`src/rtl/ptn_pkg.sv`:
```
package ptn_pkg;
  // bits needed to hold a count from 0 to n
  function automatic int cnt_width(input int n);
    return $clog2(n + 1);
  endfunction
endpackage

```
`src/rtl/ptn_popcount.sv`:
```
module ptn_popcount #(
  parameter int N  = 8,
  parameter int CW = 4
) (
  input  logic [N-1:0]  bits_i,
  output logic [CW-1:0] count_o
);
  // shared unit-weight sum used by every first-layer gate
  always_comb begin
    count_o = '0;
    for (int i = 0; i < N; i++) count_o = count_o + CW'(bits_i[i]);
  end
endmodule

```
`src/rtl/ptn_layer1.sv`:
```
module ptn_layer1 #(
  parameter int N  = 8,
  parameter int CW = 4
) (
  input  logic [CW-1:0] count_i,
  output logic [N-1:0]  ge_o
);
  // gate k (bit k-1) fires when count - k >= 0
  for (genvar k = 1; k <= N; k++) begin : g_gate
    assign ge_o[k-1] = (count_i >= CW'(k));
  end
endmodule

```
`src/rtl/ptn_layer2.sv`:
```
module ptn_layer2 #(
  parameter int N  = 8,
  parameter int SW = 6
) (
  input  logic [N-1:0]  ge_i,
  output logic [SW-1:0] sum_o,
  output logic          par_o
);
  logic [SW-1:0] diff;

  // two's-complement accumulation: +1 for odd k, -1 for even k
  always_comb begin
    sum_o = '0;
    for (int i = 0; i < N; i++) begin
      if ((i % 2) == 0) sum_o = sum_o + SW'(ge_i[i]);
      else              sum_o = sum_o - SW'(ge_i[i]);
    end
    diff  = sum_o - SW'(1);
    par_o = ~diff[SW-1];
  end
endmodule

```
`src/rtl/parity_thresh_net.sv`:
```
module parity_thresh_net #(
  parameter int N = 8
) (
  input  logic         clk,
  input  logic         rst,
  input  logic         in_valid,
  input  logic [N-1:0] in_bits,
  output logic         out_valid,
  output logic         out_parity
);
  localparam int CW = ptn_pkg::cnt_width(N);
  localparam int SW = CW + 2;

  logic [CW-1:0] pop;
  logic [N-1:0]  ge;
  logic [SW-1:0] alt_sum;
  logic          par_c;

  ptn_popcount #(.N(N), .CW(CW)) u_pop (.bits_i(in_bits), .count_o(pop));
  ptn_layer1   #(.N(N), .CW(CW)) u_l1  (.count_i(pop), .ge_o(ge));
  ptn_layer2   #(.N(N), .SW(SW)) u_l2  (.ge_i(ge), .sum_o(alt_sum), .par_o(par_c));

  always_ff @(posedge clk) begin
    if (rst) begin
      out_valid  <= 1'b0;
      out_parity <= 1'b0;
    end else begin
      out_valid <= in_valid;
      if (in_valid) out_parity <= par_c;
    end
  end

  assert_valid_rise_R1: assert property (@(posedge clk) disable iff (rst)
    in_valid |=> out_valid);
  assert_valid_idle_R1: assert property (@(posedge clk) disable iff (rst)
    !in_valid |=> !out_valid);
  assert_parity_match_R3: assert property (@(posedge clk) disable iff (rst)
    in_valid |=> (out_parity == $past(^in_bits)));
  assert_hold_R7: assert property (@(posedge clk) disable iff (rst)
    !in_valid |=> $stable(out_parity));
  assert_thermo_count_R6: assert property (@(posedge clk) disable iff (rst)
    in_valid |-> ($countones(ge) == int'(pop)));
  assert_alt_sum_range_R8: assert property (@(posedge clk) disable iff (rst)
    in_valid |-> ((alt_sum == SW'(0)) || (alt_sum == SW'(1))));
endmodule

```
`config.mk`:
```
export PLATFORM = sky130hd
export DESIGN_NAME = parity_thresh_net
export DESIGN_NICKNAME = d
export VERILOG_FILES = /design/src/rtl/ptn_pkg.sv /design/src/rtl/ptn_popcount.sv /design/src/rtl/ptn_layer1.sv /design/src/rtl/ptn_layer2.sv /design/src/rtl/parity_thresh_net.sv
export SDC_FILE = /design/constraint.sdc
export NUM_CORES = 1
export LEC_CHECK = 0
export BUFFER_PORTS_ARGS = -buffer_cell sky130_fd_sc_hd__buf_4
export CORE_AREA = 3 3 40 42
export DETAILED_ROUTE_END_ITERATION = 12
export DIE_AREA = 0 0 43 45
export PLACE_DENSITY = 0.66
export SYNTH_ARGS = -nofsm -noshare
export SYNTH_HDL_FRONTEND = slang
export SYNTH_HIERARCHICAL = 1
export SYNTH_SLANG_ARGS = --single-unit
```
`constraint.sdc`:
```
create_clock -name clk -period 18.5 [get_ports clk]
set_input_delay 3.7 -clock clk [delete_from_list [all_inputs] [get_ports clk]]
set_output_delay 3.7 -clock clk [all_outputs]
set_load 0.01 [all_outputs]
```
==> impl_results.rst, run 1 <==
.. list-table::
   :header-rows: 1

   * - Metric
     - Value
   * - Startpoint of the lowest-slack register-to-register path
     - out_parity
   * - Synthesized area
     - 548.0 µm²
   * - Total via count in the routed design
     - 409
   * - Largest net degree at the start of global routing
     - 7
   * - Die outline height
     - 45 µm
   * - Total clock sinks
     - 2
   * - Endpoint of the lowest-slack register-to-register path
     - out_parity
   * - Overall overflow remaining after global route
     - 0
   * - Width of the chip
     - 43 µm
   * - I/O pin total
     - 13
   * - DRT Wirelength
     - 869 µm
   * - Skew final
     - 0 ps
   * - Setup slack of the critical path after layout
     - 9499 ps
   * - Starting DRC count in detailed routing
     - 5
   * - Proportion of layout cells with a drive suffix above 1
     - 25.32%
   * - Final cycle utilization of the critical path
     - 48.65%
   * - Crit start category
     - input port
   * - Startpoint of the most critical setup path
     - in_bits[0]
   * - Design Power
     - 130.0 µW
   * - Status
     - finished, final reports clean
   * - Std-Cell Rows
     - 13
   * - Total leakage power
     - 0.3964 nW
   * - Unrepaired setup endpoints after global routing
     - false
   * - Count of final max-slew check failures
     - 0
   * - Synthesized instance count
     - 65
   * - Average wire length per cell after detail routing
     - 9.245 µm
   * - Warning count from the yosys run
     - 6
   * - Count of cells along the worst register-to-register path
     - 2
   * - CTS HTree Levels
     - 1
   * - Number of remaining DRC errors
     - 0
   * - Worst-path fanout max
     - 5
   * - Nets in the synthesized netlist
     - 93
   * - Most used cell along the critical path
     - fa_1
   * - Critical setup path kind
     - input port to flop
   * - Setup slack of the worst register-to-register path
     - 17,920 ps
   * - Number of resized instances in the post-cts repair step
     - 0
   * - CP peak stage delay
     - 550 ps
   * - Max rail drop VDD
     - 0.0001298 V
   * - Sort of element at the end of the critical path
     - flop
   * - Antenna violations before repair
     - 0
   * - Routed vias/inst
     - 4.351
   * - Post-layout minimum cycle time
     - 9001 ps
   * - Worst slew slack as a fraction of its limit
     - 75.56%
   * - Pre-CTS WS
     - 9217 ps
   * - Wire length of the first global-routing pass
     - 1.649 mm
   * - Maximum Capacitance Violations
     - 0
   * - Layout overhead on the synthesized area
     - 23.29%
   * - Worst path bufs/invs
     - 7
   * - Average footprint of a synthesized cell
     - 8.431 µm²
   * - Final HPWL from detailed placement
     - 812.4 µm
   * - CTS tree
     - yes
   * - Net count, final
     - 109
   * - WP data required
     - 18,620 ps
   * - Critical path, cell by cell
     - buf_4 -> inv_1 -> fa_1 -> fa_1 -> fa_1 -> inv_1 -> ha_1 -> inv_1 -> fa_1 -> xnor2_1 -> or2_4 -> ha_1 -> fa_1 -> fa_1 -> inv_1 -> ha_1 -> inv_1 -> fa_1 -> inv_1 -> fa_1 -> nor2_1 -> a32oi_1 -> mux2i_1 -> nor2_1
   * - Slew at the pin closest to its max-slew limit
     - 365.8 ps
   * - Initial core utilization
     - 42.65%
   * - Number of buffers inserted for hold repair after clock tree synthesis
     - 0
   * - Core region area
     - 1285 µm²
   * - P per Cell Area
     - 192.4 nW/µm²
   * - Number of buffers created by CTS
     - 3
   * - Total Die Area
     - 1935 µm²
   * - Clk_lat worst skew
     - 230 ps
   * - Filler cell count in the final layout
     - 121
   * - Total of buffers placed on input and output ports
     - 12
   * - Min-delay worst type
     - flop to flop
   * - Clock slew at the register clock pins of the worst setup and hold paths
     - 30 ps
   * - Antenna Diode Count
     - 0
   * - Clock root buffer
     - clkbuf_4
   * - Antenna-violating nets left
     - 0
   * - Number of global-route vias before repair
     - 441
   * - Number of buffers inserted by post-CTS setup repair
     - 0
   * - Final weighted congestion of routability-driven global placement
     - 0.7642
   * - Hold violation count in the final report
     - 0
   * - Longest Clk Path Bufs
     - 2
   * - Data arrival time of the critical path
     - 9120 ps
   * - Worst setup path endpoint
     - out_parity
   * - Iteration count of the initial detailed-routing pass
     - 2
   * - Aggregate negative setup slack
     - 0 ps
   * - Count of cell instances traversed by the critical path
     - 24
   * - Max Freq
     - 0.1111 GHz
   * - Post-route core utilization
     - 52.58%
   * - CP max-delay cell
     - fa_1
   * - Family with the most delay on the worst path
     - adder cells
   * - Finish-stage setup viols
     - 0
   * - Total global routing track utilization
     - 11.44%
   * - Cell depth of the worst hold path
     - 2
-- state kept, by name (all words and copies together), names as in the netlist --
signal      count
out_parity      1
out_valid       1
-- power by group --
part           total, mW  switching [mW]  internal, mW
Clock            0.00975         0.00259       0.00716
Sequential       0.00559        0.000345       0.00524
Combinational      0.115          0.0600        0.0547
-- how the worst min path moves through the flow --
stage / slack, ps / startpoint / endpoint
2_1_floorplan: 530 / out_parity / out_parity
3_3_place_gp: 500 / out_parity / out_parity
3_5_place_dp: 500 / out_parity / out_parity
4_1_cts: 510 / out_parity / out_parity
5_1_grt: 550 / out_parity / out_parity
6_report: 500 / out_parity / out_parity
-- layer usage --
layer | vias up | global-route usage, % | part of all wire, %
met1 | 181 | 13.15 | 40
met2 | 8 | 20.96 | 55
li1 | 218 | - | -
met4 | 0 | 7.229 | 2.0
met3 | 2 | 0.3984 | 3.2
met5 | - | 0 | 0
-- cell usage in the layout, fill, tap and decap left out, types with 2 or more instances in the layout --
cell type,count
nor2_1,2
ha_1,8
nor2b_1,2
clkbuf_4,3
a21oi_1,2
fa_1,9
a21o_2,2
dfxtp_1,2
buf_4,12
inv_1,27
-- worst register-to-register path, cell delays in order (launching register included) --
cell and delay, ps:
dfxtp_1 300, mux2i_1 120, nor2_1 50
-- metrics by stage --
stage          instances  hold slack, ps  instance area, µm²
4_1_cts               94           509.3               675.6
5_1_grt               94           554.4               675.6
6_report              94           500.1               675.6
3_3_place_gp          91           503.0               653.1
2_1_floorplan         65           527.9               548.0
3_5_place_dp          91           499.6               653.1
-- area by class of cell --
class,count,area (µm²),share of cell area (%)
clock buffer,3,22.52,3.333
inverter,27,101.3,15.00
multi-input combinational,35,402.9,59.63
sequential,2,40.04,5.926
tap,15,18.77,2.778
timing repair buffer,12,90.09,13.33
Note: power is estimated with default switching activity, not from simulation.
==> inputs of run 2 (changes only) <==
--- a/config.mk
+++ b/config.mk
@@ -5,11 +5,12 @@
 export SDC_FILE = /design/constraint.sdc
 export NUM_CORES = 1
 export LEC_CHECK = 0
+export ABC_AREA = 1
 export BUFFER_PORTS_ARGS = -buffer_cell sky130_fd_sc_hd__buf_4
 export CORE_AREA = 3 3 40 42
 export DETAILED_ROUTE_END_ITERATION = 12
 export DIE_AREA = 0 0 43 45
-export PLACE_DENSITY = 0.66
+export PLACE_DENSITY = 0.7
 export SYNTH_ARGS = -nofsm -noshare
 export SYNTH_HDL_FRONTEND = slang
 export SYNTH_HIERARCHICAL = 1
==> constraint.sdc (replaced) <==
create_clock -name clk -period 8.73 [get_ports clk]
set_input_delay 1.746 -clock clk [delete_from_list [all_inputs] [get_ports clk]]
set_output_delay 1.746 -clock clk [all_outputs]
set_load 0.01 [all_outputs]
==> run 2 against run 1 <==
Net effect:
- clock skew unchanged
- count of clock-buffer cells in the layout unchanged
- flip-flop and latch count unchanged
- critical endpoint unchanged
- largest cell class unchanged
==> impl_results.rst, run 2 <==
.. list-table::
   :header-rows: 1

   * - Metric
     - Value
   * - CTS HTree Levels
     - 1 (unchanged)
   * - Worst path bufs/invs
     - 10 (+3)
   * - Post-route core utilization
     - 57.16% (+4.6 points)
   * - DRT Wirelength
     - 975 µm (+12%)
   * - Registers with the highest flip-flop counts
     - out_parity (1), out_valid (1)
   * - Number of buffers created by CTS
     - 3 (unchanged)
   * - Nets in the synthesized netlist
     - 115 (+24%)
   * - Proportion of layout cells with a drive suffix above 1
     - 22.77% (-2.5 points)
   * - Starting DRC count in detailed routing
     - 3 (-2)
   * - Synthesized area
     - 606.8 µm² (+11%)
   * - Number of resized instances in the post-cts repair step
     - 0 (unchanged)
   * - Net count, final
     - 131 (+20%)
   * - CP peak stage delay
     - 540 ps (about the same)
   * - Total clock sinks
     - 2 (unchanged)
   * - Total of buffers placed on input and output ports
     - 12 (unchanged)
   * - Clock root buffer
     - clkbuf_4
   * - Most common cell after layout, fill and taps aside
     - inv_1
   * - Final cycle utilization of the critical path
     - 80.44%
   * - Data arrival time of the critical path
     - 7140 ps (-1980 ps)
   * - Cell area after placement
     - 711.9 µm² (+9.0%)
   * - Endpoint of the lowest-slack register-to-register path
     - out_parity
   * - Aggregate negative setup slack
     - 0 ps (unchanged)
   * - Average footprint of a synthesized cell
     - 6.975 µm² (-17%)
   * - Slew at the pin closest to its max-slew limit
     - 163.4 ps (-202.4 ps)
   * - Filler cell count in the final layout
     - 125 (+3.3%)
   * - Core region area
     - 1285 µm² (unchanged)
   * - Total Die Area
     - 1935 µm² (unchanged)
   * - Most used cell along the critical path
     - inv_1
   * - Largest net degree at the start of global routing
     - 5 (-2)
   * - Width of the chip
     - 43 µm (unchanged)
   * - Status
     - finished, final reports clean
   * - Count of cell instances traversed by the critical path
     - 30 (+25%)
   * - Family with the most delay on the worst path
     - adder cells
   * - Antenna violations before repair
     - 0 (unchanged)
   * - Startpoint of the most critical setup path
     - in_bits[0]
   * - Maximum Capacitance Violations
     - 0 (unchanged)
   * - Min-delay worst type
     - flop to flop
   * - Unrepaired setup endpoints after global routing
     - false
   * - I/O pin total
     - 13 (unchanged)
   * - Met2 global-route usage
     - 22.16% (+1.2 points)
   * - Antenna Diode Count
     - 0 (unchanged)
   * - Std-Cell Rows
     - 13 (unchanged)
   * - Count of cells along the worst register-to-register path
     - 2 (unchanged)
   * - Warning count from the yosys run
     - 6 (unchanged)
   * - Number of buffers inserted for hold repair after clock tree synthesis
     - 0 (unchanged)
   * - Crit start category
     - input port
   * - Wire length of the first global-routing pass
     - 1.883 mm (+14%)
   * - Skew final
     - 0 ps (unchanged)
   * - Worst hold margin
     - 495.4 ps (-4.723 ps)
   * - Post-layout minimum cycle time
     - 7022 ps
   * - Die outline height
     - 45 µm (unchanged)
   * - Worst slew slack as a fraction of its limit
     - 89.07% (+14 points)
   * - CP max-delay cell
     - fa_1
   * - Critical setup path kind
     - input port to flop
   * - Total global routing track utilization
     - 13.12% (+1.7 points)
   * - Top library cells by usage in the layout, fill and taps aside
     - inv_1 (37), nand2_1 (15), buf_4 (12)
   * - Setup slack of the worst register-to-register path
     - 8150 ps (-9770 ps)
   * - Final weighted congestion of routability-driven global placement
     - 0.7441 (-2.6%)
   * - Total via count in the routed design
     - 487 (+19%)
   * - Initial core utilization
     - 47.22% (+4.6 points)
   * - Antenna-violating nets left
     - 0 (unchanged)
   * - Busiest layer in global routing
     - met2
   * - Worst setup path endpoint
     - out_parity
   * - Worst-path fanout max
     - 4 (-1)
   * - Max Freq
     - 0.1424 GHz
   * - Number of global-route vias before repair
     - 505 (+15%)
   * - Finish-stage setup viols
     - 0 (unchanged)
   * - Count of final max-slew check failures
     - 0 (unchanged)
   * - Sort of element at the end of the critical path
     - flop
   * - Met3 capacity usage during global routing
     - 2.390% (+2.0 points)
   * - Met1 Use GR
     - 15.88% (+2.7 points)
   * - Footprint of the flip-flops and latches
     - 40.04 µm² (unchanged)
   * - Longest Clk Path Bufs
     - 2 (unchanged)
   * - Final HPWL from detailed placement
     - 888.2 µm (+9.3%)
   * - Layout overhead on the synthesized area
     - 21.03%
   * - Non-Filler Cell Area, Final
     - 734.5 µm² (+8.7%)
   * - Clk_lat worst skew
     - 220 ps (about the same)
   * - WP data required
     - 8840 ps (-9780 ps)
   * - Overall overflow remaining after global route
     - 0 (unchanged)
   * - Startpoint of the lowest-slack register-to-register path
     - out_parity
   * - Number of buffers inserted by post-CTS setup repair
     - 0 (unchanged)
   * - Number of remaining DRC errors
     - 0 (unchanged)
   * - CTS tree
     - yes
   * - Synthesized instance count
     - 87 (+34%)
   * - Routed vias/inst
     - 4.198 (-3.5%)
   * - Average wire length per cell after detail routing
     - 8.405 µm (-9.1%)
   * - Area taken by multi-input logic gates
     - 420.4 µm² (+4.3%)
   * - Iteration count of the initial detailed-routing pass
     - 3 (+1)
   * - Clock slew at the register clock pins of the worst setup and hold paths
     - 30 ps (about the same)
   * - Hold violation count in the final report
     - 0 (unchanged)
## run 2: area by class of cell
class / count / share of cell area (%)
inverter: 38 / 19.42
tap: 15 / 2.555
timing repair buffer: 12 / 12.27
clock buffer: 3 / 3.066
sequential: 2 / 5.451
multi-input combinational: 46 / 57.24
## run 2: worst register-to-register path: cells and delay by family (launching register included)
family        cells  cell delay [ps]
flops             1              300
simple gates      2              170
## run 2: layer usage
layer	up-vias	share of wire, %
met5	-	0
li1	263	-
met2	5	56
met4	0	0
met1	219	42
met3	0	2.3
## run 2: how the worst min path moves through the flow
stage,from,to,slack [ps],depth (start not counted)
floorplan,out_parity,out_parity,530,2
global placement,out_parity,out_parity,480,2
detailed placement,out_parity,out_parity,490,2
CTS,out_parity,out_parity,500,2
global route,out_parity,out_parity,520,2
finish,out_parity,out_parity,500,2
## run 2: per-stage QoR
step                worst slack [ps]  std cells
floorplan                       1820         87
global placement                1540        113
detailed placement              1444        113
CTS                             1692        116
global route                    1391        116
finish                          1708        116
Power of run 2 is not shown: default switching activity piles up to over one toggle a cycle in this logic, so the estimate is an artifact.
==> inputs of run 3 (changes only) <==
==> constraint.sdc (replaced) <==
create_clock -name clk -period 7 [get_ports clk]
set_input_delay 1.4 -clock clk [delete_from_list [all_inputs] [get_ports clk]]
set_output_delay 1.4 -clock clk [all_outputs]
set_load 0.01 [all_outputs]
==> run 3 against run 2 <==
Net effect:
- via count rose by 2.9%
- hold slack got worse by 0.70 ps
- highest routed layer unchanged
- largest cell class unchanged
- critical path depth did not move
- clock skew did not move
- critical endpoint unchanged
- flip-flop and latch count did not move
- setup slack got worse by 1400 ps
- sequential share of layout area barely moved
- core utilization rose by 0.39 points
==> impl_results.rst, run 3 (synthesis results as in run 2) <==
.. list-table::
   :header-rows: 1

   * - Metric
     - Value
   * - Total global routing track utilization
     - 11.49% (-1.6 points)
   * - Antenna violations before repair
     - 0 (unchanged)
   * - Min-delay worst type
     - flop to flop
   * - End point of the worst hold path
     - out_parity
   * - Start point of the worst hold path
     - out_parity
   * - Endpoint of the lowest-slack register-to-register path
     - out_parity
   * - Final standard cell count with taps included and fillers excluded
     - 116 (unchanged)
   * - Total Die Area
     - 1935 µm² (unchanged)
   * - Slew at the pin closest to its max-slew limit
     - 202.6 ps (+39.17 ps)
   * - Layout overhead on the synthesized area
     - 21.86%
   * - DRT Wirelength
     - 1.010 mm (+3.6%)
   * - Overall overflow remaining after global route
     - 0 (unchanged)
   * - Most common cell after layout, fill and taps aside
     - inv_1
   * - CP max-delay cell
     - fa_1
   * - Longest Clk Path Bufs
     - 2 (unchanged)
   * - Skew final
     - 0 ps (unchanged)
   * - CTS tree
     - yes
   * - Total clock sinks
     - 2 (unchanged)
   * - Average wire length per cell after detail routing
     - 8.707 µm (+3.6%)
   * - Maximum Capacitance Violations
     - 0 (unchanged)
   * - Data arrival time of the critical path
     - 6800 ps (-340 ps)
   * - Total via count in the routed design
     - 501 (+2.9%)
   * - Footprint of the flip-flops and latches
     - 40.04 µm² (unchanged)
   * - Cell Count Post-Placement
     - 113 (unchanged)
   * - Hold violation count in the final report
     - 0 (unchanged)
   * - Post-layout minimum cycle time
     - 6681 ps
   * - Top library cells by usage in the layout, fill and taps aside
     - inv_1 (37), nand2_1 (15), buf_4 (12)
   * - Max Freq
     - 0.1497 GHz
   * - Post-route core utilization
     - 57.55% (+0.39 points)
   * - Total of buffers placed on input and output ports
     - 12 (unchanged)
   * - Clk_lat worst skew
     - 220 ps (about the same)
   * - Count of final max-slew check failures
     - 0 (unchanged)
   * - Worst-path fanout max
     - 4 (unchanged)
   * - Family with the most delay on the worst path
     - adder cells
   * - Most used cell along the critical path
     - inv_1
   * - CP peak stage delay
     - 540 ps (about the same)
   * - Number of buffers created by CTS
     - 3 (unchanged)
   * - Antenna-violating nets left
     - 0 (unchanged)
   * - Routed vias/inst
     - 4.319 (+2.9%)
   * - Starting DRC count in detailed routing
     - 9 (+6)
   * - Area taken by multi-input logic gates
     - 425.4 µm² (+1.2%)
   * - Pre-CTS WS
     - 97.54 ps (-1347 ps)
   * - Clock root buffer
     - clkbuf_4
   * - Width of the chip
     - 43 µm (unchanged)
   * - Core region area
     - 1285 µm² (unchanged)
   * - Worst path bufs/invs
     - 10 (unchanged)
   * - Critical setup path kind
     - input port to flop
   * - Status
     - finished, final reports clean
   * - Setup slack of the critical path after layout
     - 319.2 ps (-1389 ps)
   * - Sort of element at the end of the critical path
     - flop
   * - Std-Cell Rows
     - 13 (unchanged)
   * - Final weighted congestion of routability-driven global placement
     - 0.7273 (-2.3%)
   * - Cell depth of the worst hold path
     - 2 (unchanged)
   * - Startpoint of the lowest-slack register-to-register path
     - out_parity
   * - Aggregate negative setup slack
     - 0 ps (unchanged)
   * - Unrepaired setup endpoints after global routing
     - false
   * - Setup slack of the worst register-to-register path
     - 6420 ps (-1730 ps)
   * - Largest net degree at the start of global routing
     - 5 (unchanged)
   * - Proportion of layout cells with a drive suffix above 1
     - 22.77% (unchanged)
   * - Clock slew at the register clock pins of the worst setup and hold paths
     - 30 ps (about the same)
   * - Filler cell count in the final layout
     - 121 (-3.2%)
   * - Finish-stage setup viols
     - 0 (unchanged)
   * - Number of global-route vias before repair
     - 480 (-5.0%)
   * - Final HPWL from detailed placement
     - 860.9 µm (-3.1%)
   * - Registers with the highest flip-flop counts
     - out_parity (1), out_valid (1)
   * - Count of cells along the worst register-to-register path
     - 2 (unchanged)
   * - WP data required
     - 7110 ps (-1730 ps)
   * - I/O pin total
     - 13 (unchanged)
   * - Die outline height
     - 45 µm (unchanged)
   * - Final cycle utilization of the critical path
     - 95.44%
   * - Crit start category
     - input port
   * - Number of buffers inserted for hold repair after clock tree synthesis
     - 0 (unchanged)
   * - Net count, final
     - 131 (unchanged)
   * - CTS HTree Levels
     - 1 (unchanged)
   * - Wire length of the first global-routing pass
     - 1.725 mm (-8.4%)
   * - Iteration count of the initial detailed-routing pass
     - 4 (+1)
   * - Worst slew slack as a fraction of its limit
     - 86.46% (-2.6 points)
   * - Initial core utilization
     - 47.22% (unchanged)
   * - Number of remaining DRC errors
     - 0 (unchanged)
   * - Antenna Diode Count
     - 0 (unchanged)
-- run 3: cell counts in the layout (fill, tap and decap cells not counted) --
No cell type changed its count.
-- run 3: worst max-delay path by stage --
stage                  to  depth (start not counted)        from  slack [ps]
4_1_cts        out_parity                         30  in_bits[0]         310
2_1_floorplan  out_parity                         29  in_bits[0]         440
5_1_grt        out_parity                         30  in_bits[1]         0.5
6_report       out_parity                         30  in_bits[0]         320
3_5_place_dp   out_parity                         30  in_bits[0]         100
3_3_place_gp   out_parity                         30  in_bits[0]         160
-- run 3: area by class of cell --
type,instances,area share [%]
inverters,38,19.29
well taps,15,2.538
repair buffers,12,12.18
flip-flops and latches,2,5.415
multi-input cells,46,57.53
clock buffers,3,3.046
-- run 3: timing repair --
action	CTS	global route
buffers inserted	0	0
endpoints found under the setup margin	0	1
resized for setup	0	1
-- run 3: per-stage QoR --
step	hold WS, ps	instance area, µm²
6_report	494.7	739.5
5_1_grt	520.7	739.5
4_1_cts	497.7	734.5
3_5_place_dp	490.6	711.9
3_3_place_gp	479.3	711.9
2_1_floorplan	529.4	606.8
-- run 3: worst reg2reg max path, delay by kind of cell, from the launching register on --
kind | cells | cell delay (ps)
flops | 1 | 300
simple gates | 2 | 170
-- run 3: per-layer routing --
layer	part of all wire, %	vias up	track usage (%)
met3	1.8	0	0
met1	42	235	12.56
met5	0	-	0
met2	56	3	23.35
li1	-	263	-
met4	0	0	4.819
Power of run 3 is left out for the same reason.
